$ cat src/rtl/mc_pkg.sv
package mc_pkg;

    typedef enum logic [1:0] {
        DS_XOR   = 2'd0,
        DS_PTERM = 2'd1,
        DS_PAD   = 2'd2,
        DS_ALT   = 2'd3
    } mc_dsrc_e;

    typedef enum logic [2:0] {
        MD_D     = 3'd0,
        MD_T     = 3'd1,
        MD_JK    = 3'd2,
        MD_SR    = 3'd3,
        MD_LATCH = 3'd4
    } mc_mode_e;

    typedef enum logic [1:0] {
        AR_NONE   = 2'd0,
        AR_GLOBAL = 2'd1,
        AR_PTERM  = 2'd2,
        AR_BOTH   = 2'd3
    } mc_ar_e;

    typedef struct packed {
        logic clr;
        logic set;
    } mc_async_t;

    typedef struct packed {
        logic rise;
        logic open;
    } mc_clkev_t;

    // Next state for the edge-triggered modes.
    function automatic logic mc_next(input mc_mode_e m, input logic q,
                                     input logic a, input logic b);
        logic r;
        case (m)
            MD_T:    r = q ^ a;
            MD_JK:   r = (a & ~q) | (~b & q);
            MD_SR: begin
                if (a && !b)      r = 1'b1;
                else if (!a && b) r = 1'b0;
                else              r = q;
            end
            default: r = a;
        endcase
        return r;
    endfunction

    function automatic logic mc_pick_data(input mc_dsrc_e s, input logic x,
                                          input logic p, input logic pad);
        logic r;
        case (s)
            DS_PTERM: r = p;
            DS_PAD:   r = pad;
            default:  r = x;
        endcase
        return r;
    endfunction

endpackage

$ cat src/rtl/mc_clkgate.sv
module mc_clkgate
    import mc_pkg::*;
#(
    parameter int NUM_GCLK = 3,
    parameter int CSEL_W   = 2
) (
    input  logic                clk,
    input  logic                rst,
    input  logic [NUM_GCLK-1:0] gclk,
    input  logic                pt_clk,
    input  logic [CSEL_W-1:0]   clk_sel,
    input  logic                ce_en,
    input  logic                pt_ce,
    output mc_clkev_t           ev
);
    localparam int NCLK = NUM_GCLK + 1;

    logic [NCLK-1:0] level;
    logic [NCLK-1:0] prev_q;
    logic [NCLK-1:0] rise;
    logic            sel_level;
    logic            sel_rise;
    logic            is_global;
    logic            gate_ok;

    assign level = {pt_clk, gclk};

    always_ff @(posedge clk) begin
        if (rst) prev_q <= '0;
        else     prev_q <= level;
    end

    generate
        for (genvar i = 0; i < NCLK; i++) begin : g_edge
            assign rise[i] = level[i] & ~prev_q[i];
        end
    endgenerate

    always_comb begin
        sel_level = 1'b0;
        sel_rise  = 1'b0;
        for (int i = 0; i < NCLK; i++) begin
            if (clk_sel == CSEL_W'(i)) begin
                sel_level = level[i];
                sel_rise  = rise[i];
            end
        end
    end

    assign is_global = (clk_sel < CSEL_W'(NUM_GCLK));
    assign gate_ok   = !(ce_en && is_global) || pt_ce;

    assign ev.rise = sel_rise & gate_ok;
    assign ev.open = sel_level & gate_ok;

    // A single rising level yields one edge while the select is steady.
    p_single_edge_r8: assert property (@(posedge clk) disable iff (rst)
        ev.rise |=> (!ev.rise || clk_sel != $past(clk_sel)));

endmodule

$ cat src/rtl/mc_async.sv
module mc_async
    import mc_pkg::*;
(
    input  logic      gclr,
    input  logic      pt_ar,
    input  logic      pt_ap,
    input  logic [1:0] ar_sel,
    input  logic      ap_sel,
    output mc_async_t act
);
    mc_ar_e ar_mode;

    assign ar_mode = mc_ar_e'(ar_sel);

    always_comb begin
        case (ar_mode)
            AR_GLOBAL: act.clr = gclr;
            AR_PTERM:  act.clr = pt_ar;
            AR_BOTH:   act.clr = gclr | pt_ar;
            default:   act.clr = 1'b0;
        endcase
        act.set = ap_sel & pt_ap;
    end

endmodule

$ cat src/rtl/mc_store.sv
module mc_store
    import mc_pkg::*;
(
    input  logic      clk,
    input  logic      rst,
    input  logic [2:0] mode,
    input  logic [1:0] dsrc,
    input  logic      xor_in,
    input  logic      pt_d,
    input  logic      pad_in,
    input  logic      pt_k,
    input  mc_clkev_t ev,
    input  mc_async_t asy,
    output logic      q
);
    mc_mode_e m;
    logic     d_sel;
    logic     latch_open;
    logic     state_q;
    logic     state_d;

    assign m          = mc_mode_e'(mode);
    assign d_sel      = mc_pick_data(mc_dsrc_e'(dsrc), xor_in, pt_d, pad_in);
    assign latch_open = (m == MD_LATCH) && ev.open;

    always_comb begin
        if (asy.clr)                        state_d = 1'b0;
        else if (asy.set)                   state_d = 1'b1;
        else if (latch_open)                state_d = d_sel;
        else if (ev.rise && m != MD_LATCH)  state_d = mc_next(m, state_q, d_sel, pt_k);
        else                                state_d = state_q;
    end

    always_ff @(posedge clk) begin
        if (rst) state_q <= 1'b0;
        else     state_q <= state_d;
    end

    // Visible value: clear, then preset, then a transparent latch, then stored state.
    always_comb begin
        if (asy.clr)         q = 1'b0;
        else if (asy.set)    q = 1'b1;
        else if (latch_open) q = d_sel;
        else                 q = state_q;
    end

    p_sync_rst_r1: assert property (@(posedge clk)
        rst |=> !state_q);

    p_hold_r3: assert property (@(posedge clk) disable iff (rst)
        (!ev.rise && !ev.open && !asy.clr && !asy.set) |=> $stable(state_q));

    p_jk_toggle_r5: assert property (@(posedge clk) disable iff (rst)
        (ev.rise && m == MD_JK && d_sel && pt_k && !asy.clr && !asy.set)
        |=> (state_q != $past(state_q)));

    p_latch_follow_r7: assert property (@(posedge clk) disable iff (rst)
        (latch_open && !asy.clr && !asy.set) |=> (state_q == $past(d_sel)));

    p_clear_wins_r10: assert property (@(posedge clk) disable iff (rst)
        (asy.clr && asy.set) |=> !state_q);

    p_preset_r11: assert property (@(posedge clk) disable iff (rst)
        (asy.set && !asy.clr) |=> state_q);

endmodule

$ cat src/rtl/mc_outsel.sv
module mc_outsel #(
    parameter int NUM_OE = 2,
    parameter int OE_W   = 3
) (
    input  logic              q,
    input  logic              xor_in,
    input  logic              out_reg,
    input  logic              fb_reg,
    input  logic [OE_W-1:0]   oe_sel,
    input  logic [NUM_OE-1:0] oe_pin,
    input  logic              pt_oe,
    output logic              pad_o,
    output logic              pad_oe,
    output logic              fb_o
);
    localparam int OE_PIN0 = 2;
    localparam int OE_PT   = OE_PIN0 + NUM_OE;

    assign pad_o = out_reg ? q : xor_in;
    assign fb_o  = fb_reg  ? q : xor_in;

    always_comb begin
        pad_oe = 1'b0;
        if (oe_sel == OE_W'(1))          pad_oe = 1'b1;
        else if (oe_sel == OE_W'(OE_PT)) pad_oe = pt_oe;
        else begin
            for (int i = 0; i < NUM_OE; i++) begin
                if (oe_sel == OE_W'(OE_PIN0 + i)) pad_oe = oe_pin[i];
            end
        end
    end

endmodule

$ cat src/rtl/mc_regout.sv
module mc_regout
    import mc_pkg::*;
#(
    parameter  int NUM_GCLK = 3,
    parameter  int NUM_OE   = 2,
    localparam int CSEL_W   = $clog2(NUM_GCLK + 1),
    localparam int OE_W     = $clog2(NUM_OE + 3)
) (
    input  logic                clk,
    input  logic                rst,
    input  logic                xor_in,
    input  logic                pt_d,
    input  logic                pad_in,
    input  logic                pt_k,
    input  logic [NUM_GCLK-1:0] gclk,
    input  logic                pt_clk,
    input  logic                pt_ce,
    input  logic                gclr,
    input  logic                pt_ar,
    input  logic                pt_ap,
    input  logic [NUM_OE-1:0]   oe_pin,
    input  logic                pt_oe,
    input  logic [1:0]          cfg_dsrc,
    input  logic [2:0]          cfg_mode,
    input  logic [CSEL_W-1:0]   cfg_clk_sel,
    input  logic                cfg_ce_en,
    input  logic [1:0]          cfg_ar_sel,
    input  logic                cfg_ap_sel,
    input  logic                cfg_out_reg,
    input  logic                cfg_fb_reg,
    input  logic [OE_W-1:0]     cfg_oe_sel,
    output logic                pad_o,
    output logic                pad_oe,
    output logic                fb_o
);
    mc_clkev_t ev;
    mc_async_t asy;
    logic      q;

    mc_clkgate #(.NUM_GCLK(NUM_GCLK), .CSEL_W(CSEL_W)) u_clk (
        .clk     (clk),
        .rst     (rst),
        .gclk    (gclk),
        .pt_clk  (pt_clk),
        .clk_sel (cfg_clk_sel),
        .ce_en   (cfg_ce_en),
        .pt_ce   (pt_ce),
        .ev      (ev)
    );

    mc_async u_async (
        .gclr   (gclr),
        .pt_ar  (pt_ar),
        .pt_ap  (pt_ap),
        .ar_sel (cfg_ar_sel),
        .ap_sel (cfg_ap_sel),
        .act    (asy)
    );

    mc_store u_store (
        .clk    (clk),
        .rst    (rst),
        .mode   (cfg_mode),
        .dsrc   (cfg_dsrc),
        .xor_in (xor_in),
        .pt_d   (pt_d),
        .pad_in (pad_in),
        .pt_k   (pt_k),
        .ev     (ev),
        .asy    (asy),
        .q      (q)
    );

    mc_outsel #(.NUM_OE(NUM_OE), .OE_W(OE_W)) u_out (
        .q       (q),
        .xor_in  (xor_in),
        .out_reg (cfg_out_reg),
        .fb_reg  (cfg_fb_reg),
        .oe_sel  (cfg_oe_sel),
        .oe_pin  (oe_pin),
        .pt_oe   (pt_oe),
        .pad_o   (pad_o),
        .pad_oe  (pad_oe),
        .fb_o    (fb_o)
    );

endmodule

$ cat config.mk
export PLATFORM = sky130hd
export DESIGN_NAME = mc_regout
export DESIGN_NICKNAME = d
export VERILOG_FILES = /design/src/rtl/mc_pkg.sv /design/src/rtl/mc_clkgate.sv /design/src/rtl/mc_async.sv /design/src/rtl/mc_store.sv /design/src/rtl/mc_outsel.sv /design/src/rtl/mc_regout.sv
export SDC_FILE = /design/constraint.sdc
export NUM_CORES = 1
export LEC_CHECK = 0
export BUFFER_PORTS_ARGS = -buffer_cell sky130_fd_sc_hd__clkbuf_2
export CORE_MARGIN = 4
export CORE_UTILIZATION = 30
export DETAILED_ROUTE_END_ITERATION = 8
export GPL_ROUTABILITY_DRIVEN = 0
export PLACE_DENSITY = 0.67
export SYNTH_ARGS = -nofsm -noshare
export SYNTH_HDL_FRONTEND = slang
export SYNTH_SLANG_ARGS = --single-unit
$ cat constraint.sdc
create_clock -name clk -period 4.5 [get_ports clk]
set_input_delay 0.225 -clock clk [delete_from_list [all_inputs] [get_ports clk]]
set_output_delay 0.225 -clock clk [all_outputs]
set_load 0.03 [all_outputs]
* After elaboration in Yosys (flattened, before gate mapping) *
Index checks and enable logic that the tools add are counted.

storage, ports and cells
  output and inout bits = 3
  logic and storage cells = 77
  input bits = 33
  register bits after elaboration = 5

cells by class
  reductions and logical operators = 13
  muxes and demuxes = 25
  equal/unequal tests = 18
  bitwise operators = 18
  magnitude comparators = 1

operators with widths
  cell                                                number
  two-way mux 1 bit                                   22
  == test 3 x 2 -> 1 bit (second input constant)      4
  == test 2 bit (second input constant)               5
  bitwise AND 1 bit                                   9
  == test 2 x 1 -> 1 bit (second input constant)      3
  == test 3 x 1 -> 1 bit (second input constant)      2
  == test 3 bit (second input constant)               2
  NOT 1 bit                                           6
  case mux 1 bit (3 select lines)                     2
  logical AND 1 bit                                   5
  != test 5 x 2 -> 1 bit (second input constant)      1
  logical NOT 1 bit                                   3
  != test 3 bit (second input constant)               1
  nonzero test 3 bit                                  1
  logical NOT 2 bit                                   1
  less-than comparator 2 bit (second input constant)  1
  OR 1 bit                                            2
  case mux 1 bit (2 select lines)                     1
  AND reduction 2 bit                                 1
  OR reduction 2 bit                                  1
  logical OR 1 bit                                    1
  XOR 1 bit                                           1

* Logic depth before layout (Yosys ltp) *
  depth in word-level cells = 11
  depth in mapped cells = 10
  gate-level depth less buffers = 10

* Cells and area by module *
Synthesis repeated with hierarchy kept, for this count alone.

second synthesis, totals
  cells, all modules = 68
  area total of the unflattened synthesis = 551.8 um^2

by module, submodules not included
  module      cells each  seq. area each (um^2)  area each (um^2)  instances
  mc_store    38          20.0                   275.3             1
  mc_clkgate  21          80.1                   203.9             1
  mc_outsel   7           0.0                    57.6              1
  mc_async    2           0.0                    15.0              1

* Worst setup path after synthesis *
No wires, ideal clock.

  path type = input to register
  start point = input cfg_dsrc[0]
  end point = register u_store.state_q
  buffers on the path = 0
  stages = 10
  library setup time = 0.136 ns
  slack = 2.506 ns
  data required time = 4.364 ns
  arrival = 1.858 ns
  cell sequence = inv_1 > ha_1 > nand2_1 > o21ai_0 > ha_1 > nand2_1 > o2bb2a_1 > nor4b_1 > a2111oi_0 > a211oi_1

on the way
  longest elaborated chain between the ends = 8
  elaborated cells on any way between the ends = 16
  classes of those cells = 3 x eq/ne; 6 x mux; 3 x bitwise; 4 x reduce/logical

RTL lines
  item                                                     line                        text
  from (decl)                                              mc_regout.sv:23             input logic [1:0] cfg_dsrc,
  == test 2 bit or == test 2 x 1 -> 1 bit (tied branches)  mc_pkg.sv:55                case (s)
  case mux 1 bit (2 select lines) (*)                      mc_pkg.sv:55
  bitwise AND 1 bit or logical AND 1 bit (tied branches)   mc_pkg.sv:41, mc_pkg.sv:43
  OR 1 bit or two-way mux 1 bit (tied branches)            mc_pkg.sv:41, mc_pkg.sv:43
  case mux 1 bit (3 select lines)                          mc_pkg.sv:39                case (m)
  two-way mux 1 bit                                        mc_store.sv:30              else if (ev.rise && m != MD_LATCH) state_d = mc_next(m, state_q, d_sel, pt_k);
  two-way mux 1 bit                                        mc_store.sv:29              else if (latch_open) state_d = d_sel;
  two-way mux 1 bit                                        mc_store.sv:28              else if (asy.set) state_d = 1'b1;
  to (signal assigned)                                     mc_store.sv:36              else state_q <= state_d;
  to (decl)                                                mc_store.sv:19              logic state_q;

Mark *: on every way between the ends. The rest lies on a longest branch, timed or not. The select of a mux whose other input is x is not followed.
A chain may end at the register's enable or synchronous reset.

* Worst setup path after layout *
Ends and elaborated chain as after synthesis.

==> flow_metrics.tcl <==
set metrics [dict create \
    outcome "finished clean" \
    placement_rows 14 \
    clock_sinks 5 \
    timing.fmax_mhz 498 \
    layout-area-overhead-vs-synth_pct 47.1 \
    sequential_standard_cell_area_um2 100 \
    grt_setup_unrepaired "no" \
    number_of_design_rule_violations_left_after_detail_routing 0 \
    library_cell_occupying_the_most_area_in_the_post_synthesis_netlist "dfxtp_1" \
    post_cts.resized_instances 0 \
    detail_route.iter0.violations 7 \
    start_util 0.316 \
    worstHoldPathType "in2reg" \
    share_of_the_cycle_needed_by_the_critical_path_after_routing 0.446 \
    hold_viol 0 \
    number_of_buffers_added_on_ports 35 \
    synth.yosys.seq_area_share 0.213 \
    ys_seq_elements 5 \
    final.setup_skew_ns 0.00395 \
    totalNegativeSetupSlack_ns 0 \
    placedInstanceArea_um2 666 \
    post_cts_buffers 0 \
    die_y_um 47.6 \
    average_cell_area_after_synthesis_um2 7.71 \
    worst_slew_margin_rel 0.705 \
    ctsHoldBuffers 0 \
    top_level_pins 36 \
    ir_drop_mv 0.103 \
    synth.top_cells.by_area "dfxtp_1, ha_1, nand2_1" \
    routed_via_density 5.02 \
    global_route.overflow_total 0 \
    detailedPlacementHpwl_mm 1.07 \
    die_area_um2 2270 \
    start_kind "primary input" \
    pwr_density_cell_nw_per_um2 220 \
    drv.max_cap_violation_count 0 \
    root_buffer "clkbuf_4" \
    grt_max_degree 7 \
    antenna_violations_before_repair 0 \
    route.vias.total 582 \
    synth_top_area_share 0.213 \
    synth_warnings 0 \
    synth_area_um2 470 \
    worst_setup_path_end_kind "register" \
    area_of_the_multi_input_gates_um2 348 \
    async_flop_share 0 \
    drv_slew 0 \
    finished_core_util 0.465 \
    numCtsBuffers 3 \
    crit_type "in2reg" \
    fin_area_um2 692 \
    leakagePower_nw 0.342 \
    track_usage 0.122 \
    fillCellCount 165 \
    critical_path_required_ns 4.61 \
    worst_slew_pin_slew_ns 0.438 \
    core_area_um2 1490 \
    htree_levels 1 \
    detail_route_antenna_nets 0 \
    syn-num-nets 97 \
    cts_tree "done" \
    chipWidth_um 47.6 \
    clk_path_buf_depth 2 \
    netlist_instances 61 \
    detail_route.wirelength_mm 1.19 \
    yosys_most_used_dff "dfxtp_1" \
    first_pass_iters 4 \
    worstPathArrival_ns 2.12 \
    routedWlPerCell_um 10.2 \
    critical_path.max_fanout 4 \
    number_of_synthesized_flops_with_an_enable_pin 0 \
    setup_viol_count_final 0 \
    min_period_ns 2.01 \
    timing.hold.ws_ns 0.218 \
    clk_pin_slew_ns 0.05 \
    layout.nets 137 \
    post_route_cells_drive_above_1_share 0.410 \
    insertedDiodeCount 0 \
    post_synth_num_cell_types 29 \
    grt_pass1_wl_mm 2.04 \
    grt_pass1_vias 558 \
    worst_skew_pair.late_latency_ns 0.24 \
]
[synth_stat cells, drive strengths merged (2+ instances only)]
cell type / count
nor2b: 4
a31oi: 2
ha: 3
a21oi: 3
o21ai: 4
a211oi: 3
nand2: 8
dfxtp: 5
nor3b: 3
nor2: 3
inv: 6
or2: 2
[sequential cells by signal, indices dropped and copies added, names as in the netlist]
name / cells
u_clk.prev_q: 4
u_store.state_q: 1
[routing by layer]
| metal | vias to the layer above | GRT usage | part of all wire |
|---|---|---|---|
| met5 | - | 0 | 0 |
| met4 | 0 | 0.0323 | 0 |
| met3 | 0 | 0.0414 | 0.13 |
| met2 | 25 | 0.219 | 0.47 |
| met1 | 250 | 0.137 | 0.39 |
| li1 | 307 | - | - |
[where the power goes]
group	internal (mW)	switching, mW	total [mW]
Sequential	0.0472	0.00135	0.0485
Clock	0.0335	0.0178	0.0513
Combinational	0.0259	0.0267	0.0525
[cell usage in the layout (no fill, tap or decap), drive strengths merged]
cell type  synthesis  routed
o311a              1       1
nor4b              1       1
mux4               1       1
a2111oi            1       1
or2                2       2
a311oi             1       1
a31oi              2       2
a22oi              1       1
o21ai              4       4
inv                6       6
or3                1       1
dfxtp              5       5
nor4               1       1
nor3b              3       3
a21oi              3       3
mux2i              1       1
o31ai              1       1
a22o               1       1
nand2b             1       1
nand3b             1       1
ha                 3       3
a211oi             3       3
nor2               3       3
o2bb2a             1       1
nand3              1       1
clkbuf             0      39
nand2              8       8
nor2b              4       4
[final cells by class]
| class | instances | area share |
|---|---|---|
| Inverter | 6 | 0.0325 |
| Tap cell | 16 | 0.0289 |
| Timing Repair Buffer | 35 | 0.253 |
| Clock buffer | 4 | 0.0380 |
| Sequential cell | 5 | 0.145 |
| Multi-Input combinational cell | 50 | 0.503 |
[critical path, cell delays in order]
cell and delay, ns:
clkbuf_2 0.09, inv_1 0.04, ha_1 0.29, o21ai_0 0.39
ha_1 0.19, nand2_1 0.04, o2bb2a_1 0.26, nor4b_1 0.16
a2111oi_0 0.36, a211oi_1 0.07
[metrics by stage]
stage	power, mW	setup slack (ns)	cells
2_1_floorplan	0.0778	2.51	61
3_3_place_gp	0.102	2.31	112
3_5_place_dp	0.102	2.23	112
4_1_cts	0.156	2.49	116
5_1_grt	0.166	2.26	116
6_report	0.152	2.49	116
[path summary, 6_finish.rpt]
check,slack (ns),depth (start not counted),to,from
worst max-delay path,2.49,10,u_store.state_q,cfg_dsrc[0]
worst min-delay path,0.22,2,u_clk.prev_q[0],rst
worst max register to register,3.19,5,u_store.state_q,u_clk.prev_q[0]
worst min register to register,0.66,2,u_store.state_q,u_store.state_q
[cells by family (layout without fill, tap and decap cells)]
| kind of cell | count (synthesis) | in the layout | share of synthesized area |
|---|---|---|---|
| AOI/OAI and AO/OA | 19 | 19 | 0.279 |
| adders and majority gates | 3 | 3 | 0.0798 |
| and+or+nand+nor | 26 | 26 | 0.311 |
| DFF | 5 | 5 | 0.213 |
| buffers and inverters | 6 | 45 | 0.0479 |
| muxes | 2 | 2 | 0.0691 |
No activity file was read; power rests on OpenSTA's default activity.
